$ cat src/rtl/xmem_pkg.sv
package xmem_pkg;

    localparam int TMG_W = 4;
    localparam int BUS_W = 16;
    localparam int REQ_W = 2 * BUS_W;

    typedef enum logic [1:0] {
        PH_IDLE,
        PH_SETUP,
        PH_ACCESS,
        PH_HOLD
    } phase_e;

    typedef struct packed {
        logic [TMG_W-1:0] setup;
        logic [TMG_W-1:0] access;
        logic [TMG_W-1:0] hold;
    } timing_t;

    localparam timing_t TMG_RESET = '{
        setup:  TMG_W'(4),
        access: TMG_W'(15),
        hold:   TMG_W'(3)
    };

    // Down-counter preload: a phase of n cycles starts at n-1; zero acts as one.
    function automatic logic [TMG_W-1:0] preload(input logic [TMG_W-1:0] n);
        return (n == '0) ? '0 : n - 1'b1;
    endfunction

endpackage

$ cat src/rtl/xmem_timing_regs.sv
module xmem_timing_regs
    import xmem_pkg::*;
(
    input  logic    clk,
    input  logic    rst,
    input  logic    wr_en,
    input  timing_t wr_val,
    output timing_t tmg
);

    always_ff @(posedge clk) begin
        if (rst) begin
            tmg <= TMG_RESET;
        end else if (wr_en) begin
            tmg <= wr_val;
        end
    end

endmodule

$ cat src/rtl/xmem_phase_seq.sv
module xmem_phase_seq
    import xmem_pkg::*;
(
    input  logic    clk,
    input  logic    rst,
    input  logic    start,
    input  logic    two_xfers,
    input  timing_t tmg_in,
    output phase_e  phase,
    output logic    upper,
    output logic    access_last,
    output logic    done
);

    logic [TMG_W-1:0] cnt;
    timing_t          tmg_q;
    logic             two_q;
    logic             cnt_end;

    assign cnt_end     = (cnt == '0);
    assign access_last = (phase == PH_ACCESS) && cnt_end;

    always_ff @(posedge clk) begin
        if (rst) begin
            phase <= PH_IDLE;
            cnt   <= '0;
            upper <= 1'b0;
            two_q <= 1'b0;
            tmg_q <= TMG_RESET;
            done  <= 1'b0;
        end else begin
            done <= 1'b0;
            case (phase)
                PH_IDLE: begin
                    if (start) begin
                        phase <= PH_SETUP;
                        cnt   <= preload(tmg_in.setup);
                        tmg_q <= tmg_in;
                        two_q <= two_xfers;
                        upper <= 1'b0;
                    end
                end
                PH_SETUP: begin
                    if (cnt_end) begin
                        phase <= PH_ACCESS;
                        cnt   <= preload(tmg_q.access);
                    end else begin
                        cnt <= cnt - 1'b1;
                    end
                end
                PH_ACCESS: begin
                    if (cnt_end) begin
                        phase <= PH_HOLD;
                        cnt   <= preload(tmg_q.hold);
                    end else begin
                        cnt <= cnt - 1'b1;
                    end
                end
                PH_HOLD: begin
                    if (cnt_end) begin
                        if (two_q && !upper) begin
                            upper <= 1'b1;
                            phase <= PH_SETUP;
                            cnt   <= preload(tmg_q.setup);
                        end else begin
                            phase <= PH_IDLE;
                            done  <= 1'b1;
                        end
                    end else begin
                        cnt <= cnt - 1'b1;
                    end
                end
                default: phase <= PH_IDLE;
            endcase
        end
    end

endmodule

$ cat src/rtl/xmem_async_ctl.sv
module xmem_async_ctl
    import xmem_pkg::*;
#(
    parameter int ADDR_W = 20
) (
    input  logic              clk,
    input  logic              rst,
    input  logic              cfg_we,
    input  logic [TMG_W-1:0]  cfg_setup,
    input  logic [TMG_W-1:0]  cfg_access,
    input  logic [TMG_W-1:0]  cfg_hold,
    input  logic              req_valid,
    output logic              req_ready,
    input  logic              req_write,
    input  logic              req_wide,
    input  logic [ADDR_W-1:0] req_addr,
    input  logic [REQ_W-1:0]  req_wdata,
    output logic              rsp_valid,
    output logic [REQ_W-1:0]  rsp_rdata,
    output logic [ADDR_W-1:0] mem_addr,
    output logic              mem_cs_n,
    output logic              mem_oe_n,
    output logic              mem_we_n,
    output logic [BUS_W-1:0]  mem_dq_out,
    output logic              mem_dq_oe,
    input  logic [BUS_W-1:0]  mem_dq_in
);

    timing_t           tmg_cur;
    timing_t           tmg_wr;
    phase_e            phase;
    logic              upper;
    logic              access_last;
    logic              done;
    logic              accept;
    logic              wr_q;
    logic              wide_q;
    logic [ADDR_W-1:0] addr_q;
    logic [REQ_W-1:0]  wdata_q;
    logic [BUS_W-1:0]  rd_lo;
    logic [BUS_W-1:0]  rd_hi;

    assign tmg_wr = '{setup: cfg_setup, access: cfg_access, hold: cfg_hold};

    xmem_timing_regs u_regs (
        .clk    (clk),
        .rst    (rst),
        .wr_en  (cfg_we),
        .wr_val (tmg_wr),
        .tmg    (tmg_cur)
    );

    xmem_phase_seq u_seq (
        .clk         (clk),
        .rst         (rst),
        .start       (accept),
        .two_xfers   (req_wide),
        .tmg_in      (tmg_cur),
        .phase       (phase),
        .upper       (upper),
        .access_last (access_last),
        .done        (done)
    );

    assign req_ready = (phase == PH_IDLE);
    assign accept    = req_valid && req_ready;

    always_ff @(posedge clk) begin
        if (rst) begin
            wr_q    <= 1'b0;
            wide_q  <= 1'b0;
            addr_q  <= '0;
            wdata_q <= '0;
            rd_lo   <= '0;
            rd_hi   <= '0;
        end else if (accept) begin
            wr_q    <= req_write;
            wide_q  <= req_wide;
            addr_q  <= req_addr;
            wdata_q <= req_wdata;
            rd_lo   <= '0;
            rd_hi   <= '0;
        end else if (access_last && !wr_q) begin
            if (upper) begin
                rd_hi <= mem_dq_in;
            end else begin
                rd_lo <= mem_dq_in;
            end
        end
    end

    // Wide requests ignore address bit 0: lower half even, upper half odd.
    assign mem_addr   = wide_q ? {addr_q[ADDR_W-1:1], upper} : addr_q;
    assign mem_dq_out = upper ? wdata_q[REQ_W-1:BUS_W] : wdata_q[BUS_W-1:0];
    assign mem_cs_n   = (phase == PH_IDLE);
    assign mem_oe_n   = !((phase == PH_ACCESS) && !wr_q);
    assign mem_we_n   = !((phase == PH_ACCESS) && wr_q);
    assign mem_dq_oe  = wr_q && (phase != PH_IDLE);
    assign rsp_valid  = done;
    assign rsp_rdata  = {rd_hi, rd_lo};

endmodule

$ cat config.mk
export PLATFORM = sky130hd
export DESIGN_NAME = xmem_async_ctl
export DESIGN_NICKNAME = d
export VERILOG_FILES = /design/src/rtl/xmem_pkg.sv /design/src/rtl/xmem_timing_regs.sv /design/src/rtl/xmem_phase_seq.sv /design/src/rtl/xmem_async_ctl.sv
export SDC_FILE = /design/constraint.sdc
export NUM_CORES = 1
export LEC_CHECK = 0
export CAP_MARGIN = 10
export CELL_PAD_IN_SITES_DETAIL_PLACEMENT = 1
export CELL_PAD_IN_SITES_GLOBAL_PLACEMENT = 1
export CORE_ASPECT_RATIO = 1.75
export CORE_MARGIN = 3
export CORE_UTILIZATION = 35
export DETAILED_ROUTE_END_ITERATION = 10
export PLACE_DENSITY = 0.81
export REMOVE_ABC_BUFFERS = 1
export SYNTH_ARGS = -nofsm -noshare
export SYNTH_HDL_FRONTEND = slang
export SYNTH_SLANG_ARGS = --single-unit
$ cat constraint.sdc
create_clock -name clk -period 3.3 [get_ports clk]
set_clock_uncertainty 0.15 [all_clocks]
set_input_delay 0.66 -clock clk [delete_from_list [all_inputs] [get_ports clk]]
set_output_delay 0.66 -clock clk [all_outputs]
set_load 0.03 [all_outputs]
==> Word level (Yosys, flattened, before mapping) <==
Index checks and enable logic that the tools add are counted.
{ "word_totals": {"register_bits": 119, "input_bits": 86, "out_inout_bits": 74, "word_cells": 84} }
{ "op_classes": {"addsub": 5, "n_eq_ne": 9, "mux": 23, "n_bitwise": 3, "reduce_logical": 27} }
{ "op_table": {"columns": ["operator", "count"], "rows": [
  ["4-bit 2-to-1 mux", 9],
  ["4-bit logical NOT", 5],
  ["4-bit by 1-bit subtractor with 4-bit output, second input constant", 5],
  ["16-bit 2-to-1 mux", 1],
  ["4-bit one-hot mux with 4 select lines", 1],
  ["2-bit by 1-bit != test with 1-bit output, second input constant", 5],
  ["2-bit 2-to-1 mux", 4],
  ["2-bit one-hot mux with 4 select lines", 1],
  ["2-bit AND reduction", 4],
  ["4-bit AND reduction", 2],
  ["1-bit logical AND", 7],
  ["1-bit 2-to-1 mux", 6],
  ["2-bit equality test, second input constant", 2],
  ["1-bit logical NOT", 4],
  ["2-bit nonzero test", 2],
  ["3-bit != test, second input constant", 1],
  ["1-bit inverter", 3],
  ["3-bit OR reduction", 1],
  ["2-bit by 1-bit equality test with 1-bit output, second input constant", 1],
  ["2-bit logical NOT", 1],
  ["1-bit one-hot mux with 2 select lines", 1],
  ["2-bit OR reduction", 1]
]} }

==> Logic depth before layout (Yosys ltp) <==
{ "depth": {"word_depth": 5, "ltp_mapped": 9, "ltp_nobuf": 7} }

==> Modules after synthesis <==
From an unflattened synthesis, not the netlist that was laid out.
{ "hier_totals": {"cells_unflattened": 641, "hier_area_um2": 5368.9} }
{ "modules_own_cells": {"columns": ["module", "instances", "cells_each", "area_per_inst_um2", "seq_area_each_um2"], "rows": [
  ["xmem_async_ctl", 1, 420, 3508.4, 1721.7],
  ["xmem_phase_seq", 1, 182, 1415.1, 420.4],
  ["xmem_timing_regs", 1, 39, 445.4, 240.2]
]} }

==> Worst setup path after synthesis <==
OpenSTA, ideal clock, no wires.
{ "synth_timing": {"kind": "flip-flop to output port", "start": "register u_seq.phase[0]", "end": "output mem_dq_oe", "arrival_ps": 1468, "required_ps": 2490, "setup_slack_ps": 1022, "path_stages_with_launch": 5, "path_buffers": 1, "path_cell_list": "dfxtp_1 > inv_1 > ha_1 > clkbuf_1 > nor2b_1"} }
{ "synth_between": {"elab_chain_len": 2} }
{ "synth_lines": {"columns": ["item", "line_no", "source"], "rows": [
  ["start: declaration", "xmem_phase_seq.sv:9", "output phase_e phase,"],
  ["start signal: assignment", "xmem_phase_seq.sv:25", "phase <= PH_IDLE;"],
  ["start signal: assignment", "xmem_phase_seq.sv:36", "phase <= PH_SETUP;"],
  ["start signal: assignment", "xmem_phase_seq.sv:45", "phase <= PH_ACCESS;"],
  ["2-bit nonzero test", "xmem_async_ctl.sv:98", "assign mem_dq_oe = wr_q && (phase != PH_IDLE);"],
  ["1-bit logical AND", "xmem_async_ctl.sv:98", null],
  ["end: declaration", "xmem_async_ctl.sv:25", "output logic mem_dq_oe,"]
]} }
No other way between the ends.

==> Worst setup path after layout <==
{ "layout_timing": {"start": "register u_seq.phase[0]", "end": "output mem_oe_n"} }
{ "layout_between": {"elab_chain_len": 3} }
{ "layout_lines": {"columns": ["item", "line_no", "source"], "rows": [
  ["2-bit equality test", "xmem_async_ctl.sv:96", "assign mem_oe_n = !((phase == PH_ACCESS) && !wr_q);"],
  ["1-bit logical AND", "xmem_async_ctl.sv:96", null],
  ["1-bit logical NOT", "xmem_async_ctl.sv:96", null],
  ["end: declaration", "xmem_async_ctl.sv:22", "output logic mem_oe_n,"]
]} }
No other way between the ends.

==> out/metrics.cfg <==
[clock_tree]
cts_buffers=17
post_cts_buffers=0
clockBufferDepth=2
cts.clk_slew.worst_paths_ns=0.06
cts_resized=0
holdBufCountCts=0
clock-sinks=118
ctsRootBufferMaster=clkbuf_16
insertion_delay_ns=0.41
htree_levels=4
cts_tree=done

[final_layout]
drive_gt1_frac=0.1108
postLayoutCellArea_mm2=0.007353
antenna_cells=0
multi_input_area_mm2=0.002447
ff_latch_area_mm2=0.002362
fill_cells=1655
syn_to_final_growth_pct=41.72
fin_nets=842

[grt]
grt_overflow_total=0
grt_pass1_vias=5232
grt_max_degree=67
grt_usage=0.1900
antenna_found_initial=0
grt_pass1_wl_mm=25.25

[min_path]
holdCritPathClass=register to register
hold-path-cell-count=2
whs_endpoint=wdata_q[7]$_SDFFE_PP0P_
hold_start=wdata_q[7]$_SDFFE_PP0P_

[setup_path]
critPathCaptureType=primary output
required_ns=2.49
regToRegStartpoint=u_seq.cnt[0]$_SDFFE_PP0P_
path_class=register to primary output
r2r-end=rd_lo[0]$_SDFFE_PP0P_
cp-start-kind=register
path_max_fanout=7
reg2reg_slack_ns=0.90
cp.arrival_ns=2.18
reg2regPathDepth=6

[drt]
antenna_left=0
wirelength_mm=15.36
vias=4702
drc=0
wl_per_cell_um=16.38
drtIter0Drc=121
drt-pass1-iter-count=4
via_per_inst=5.013

[pwr]
p_leak_nw=2.852
power.density_mw_per_mm2=739.3
total_power_mw=5.436
vdd_drop_max_mv=0.3911

[timing]
finalMaxSlewViolations=0
min_period_over_period=0.9065
hold_viol=0
setup_viol=0
fmax_mhz=334.3
tightestPinTransition_ns=0.7587
rsz0062_at_grt=false
setup_ws_ns=0.3085
fin_crit_ns=2.992
slew_headroom=0.4926

[logic_synthesis]
synth_edf_count=0
synth_flop_cell=dfxtp_1
ys_warn_count=0
async_reset_ff_frac=0
synth_area_per_cell_um2=8.382
postSynthCellCount=619
synth_area_mm2=0.005189
ys_seq_elements=118
seq_area_frac_synth=0.4553
synth_cell_type_count=42

[floorplanning]
num_rows=58
dieArea_mm2=0.01638
die_w_um=98.04
core_area_mm2=0.01444
initial_core_util=0.3593
ioPinCount=160
die_h_um=167.1

[placement]
placed_cell_area_mm2=0.006744
dp_slack_ns=0.7558
hpwlAfterDp_mm=11.43
globalplace.congestion=0.8693
numPortBuffers=159

[run_status]
status=finished clean

[run]
drv_cap=0

==> placed cells by master (no fill, tap or decap), drive strengths merged, types with 6 or more instances in the layout <==
master | synthesis | final
clkbuf | 29 | 20
a21oi | 84 | 84
a211o | 7 | 7
nand2b | 9 | 9
mux2 | 19 | 19
nor3 | 6 | 6
nor3b | 10 | 10
nor2 | 34 | 34
buf | 30 | 8
inv | 12 | 16
nand3b | 8 | 8
ha | 11 | 11
o21ai | 10 | 10
dfxtp | 118 | 118
nand2 | 173 | 173
clkdlybuf4s50 | 0 | 158
mux2i | 21 | 21
nor2b | 13 | 13
==> cell families (layout without fill, tap and decap cells) <==
kind of cell	after synthesis	after routing	synth area share
AND/OR/NAND/NOR	264	264	0.2310
flip-flops	118	118	0.4553
AO/OA/AOI/OAI	115	115	0.1317
buffers and inverters	71	210	0.07378
multiplexers	40	40	0.08175
adder cells (fa/ha/maj)	11	11	0.02652
==> worst max path at each step <==
stage	start	end	slack, ns	cells after the start
after detailed placement	u_seq.phase[0]$_SDFFE_PP0P_	mem_oe_n	0.76	4
after global placement	u_seq.phase[0]$_SDFFE_PP0P_	mem_oe_n	0.83	4
final	u_seq.phase[0]$_SDFFE_PP0P_	mem_oe_n	0.31	4
after floorplan	u_seq.phase[0]$_SDFFE_PP0P_	rd_hi[0]$_SDFFE_PP0P_	-0.49	5
after global routing	u_seq.phase[0]$_SDFFE_PP0P_	mem_oe_n	0.21	4
after CTS	u_seq.phase[0]$_SDFFE_PP0P_	mem_oe_n	0.30	4
==> layer usage <==
layer,up-vias,part of all wire,wire [µm],global-route usage
li1,2285,-,-,-
met1,2244,0.36,5531,0.1812
met5,-,0,0,0
met2,139,0.57,8705,0.3763
met3,34,0.043,662,0.04568
met4,0,0.030,461,0.07655
==> cell type report <==
cell class                      count  area share
Sequential cell                   118      0.3213
Tap cell                          180     0.03063
Timing Repair Buffer              166      0.2263
Inverter                           12    0.006126
Multi-Input combinational cell    430      0.3328
Clock inverter                     12     0.01940
Clock buffer                       20     0.06347
==> where the power goes <==
group          switching, mW  internal, mW  total [mW]
clock                  0.698          1.18        1.88
sequential             0.160          1.64        1.80
combinational           1.06         0.697        1.76
==> per-stage QoR <==
| stage | cells | hold slack (ns) | util | TNS [ns] |
|---|---|---|---|---|
| after floorplan | 560 | 0.2751 | - | -14.77 |
| after global placement | 906 | 0.2908 | 0.4670 | 0 |
| after detailed placement | 906 | 0.2980 | 0.4670 | 0 |
| after CTS | 938 | 0.3055 | 0.5092 | 0 |
| after global routing | 938 | 0.3288 | 0.5092 | 0 |
| final | 938 | 0.3047 | 0.5092 | 0 |
==> worst max-delay path, stage by stage, from the launching register on <==
cell	delay (ns)
dfxtp_1	0.38
inv_1	0.11
ha_1	0.32
nand2b_1	0.24
clkdlybuf4s50_1	0.73
==> state kept, by name, indices dropped and copies added, names as in the netlist <==
register / count
u_seq.done: 1
addr_q: 20
u_seq.phase: 2
u_seq.tmg_q: 12
wr_q: 1
wide_q: 1
wdata_q: 32
u_seq.upper: 1
rd_hi: 16
u_seq.cnt: 4
rd_lo: 16
u_regs.tmg: 12
==> Yosys cell counts (2+ instances only) <==
library cell / n / area (µm²)
mux2_2: 19 / 214.0
dfxtp_1: 118 / 2362
a21oi_2: 10 / 87.58
nor4_1: 2 / 12.51
nor4b_1: 2 / 17.52
buf_1: 4 / 15.01
ha_1: 11 / 137.6
nor2_1: 33 / 123.9
buf_4: 20 / 150.1
mux2i_1: 21 / 210.2
nor3_1: 5 / 25.02
nand2_1: 162 / 608.1
clkbuf_1: 29 / 108.9
buf_2: 2 / 10.01
a311oi_1: 2 / 17.52
a211o_1: 7 / 61.31
a211oi_1: 3 / 22.52
nand2_2: 11 / 68.82
o21ai_0: 10 / 50.05
nor3b_1: 10 / 75.07
nand3b_1: 8 / 60.06
inv_1: 12 / 45.04
nor2b_1: 13 / 81.33
a21oi_1: 74 / 370.4
o21a_1: 2 / 15.01
nand2b_1: 9 / 56.30
or3_1: 3 / 18.77
buf_6: 3 / 33.78
Power figures use the tool's default switching activity.
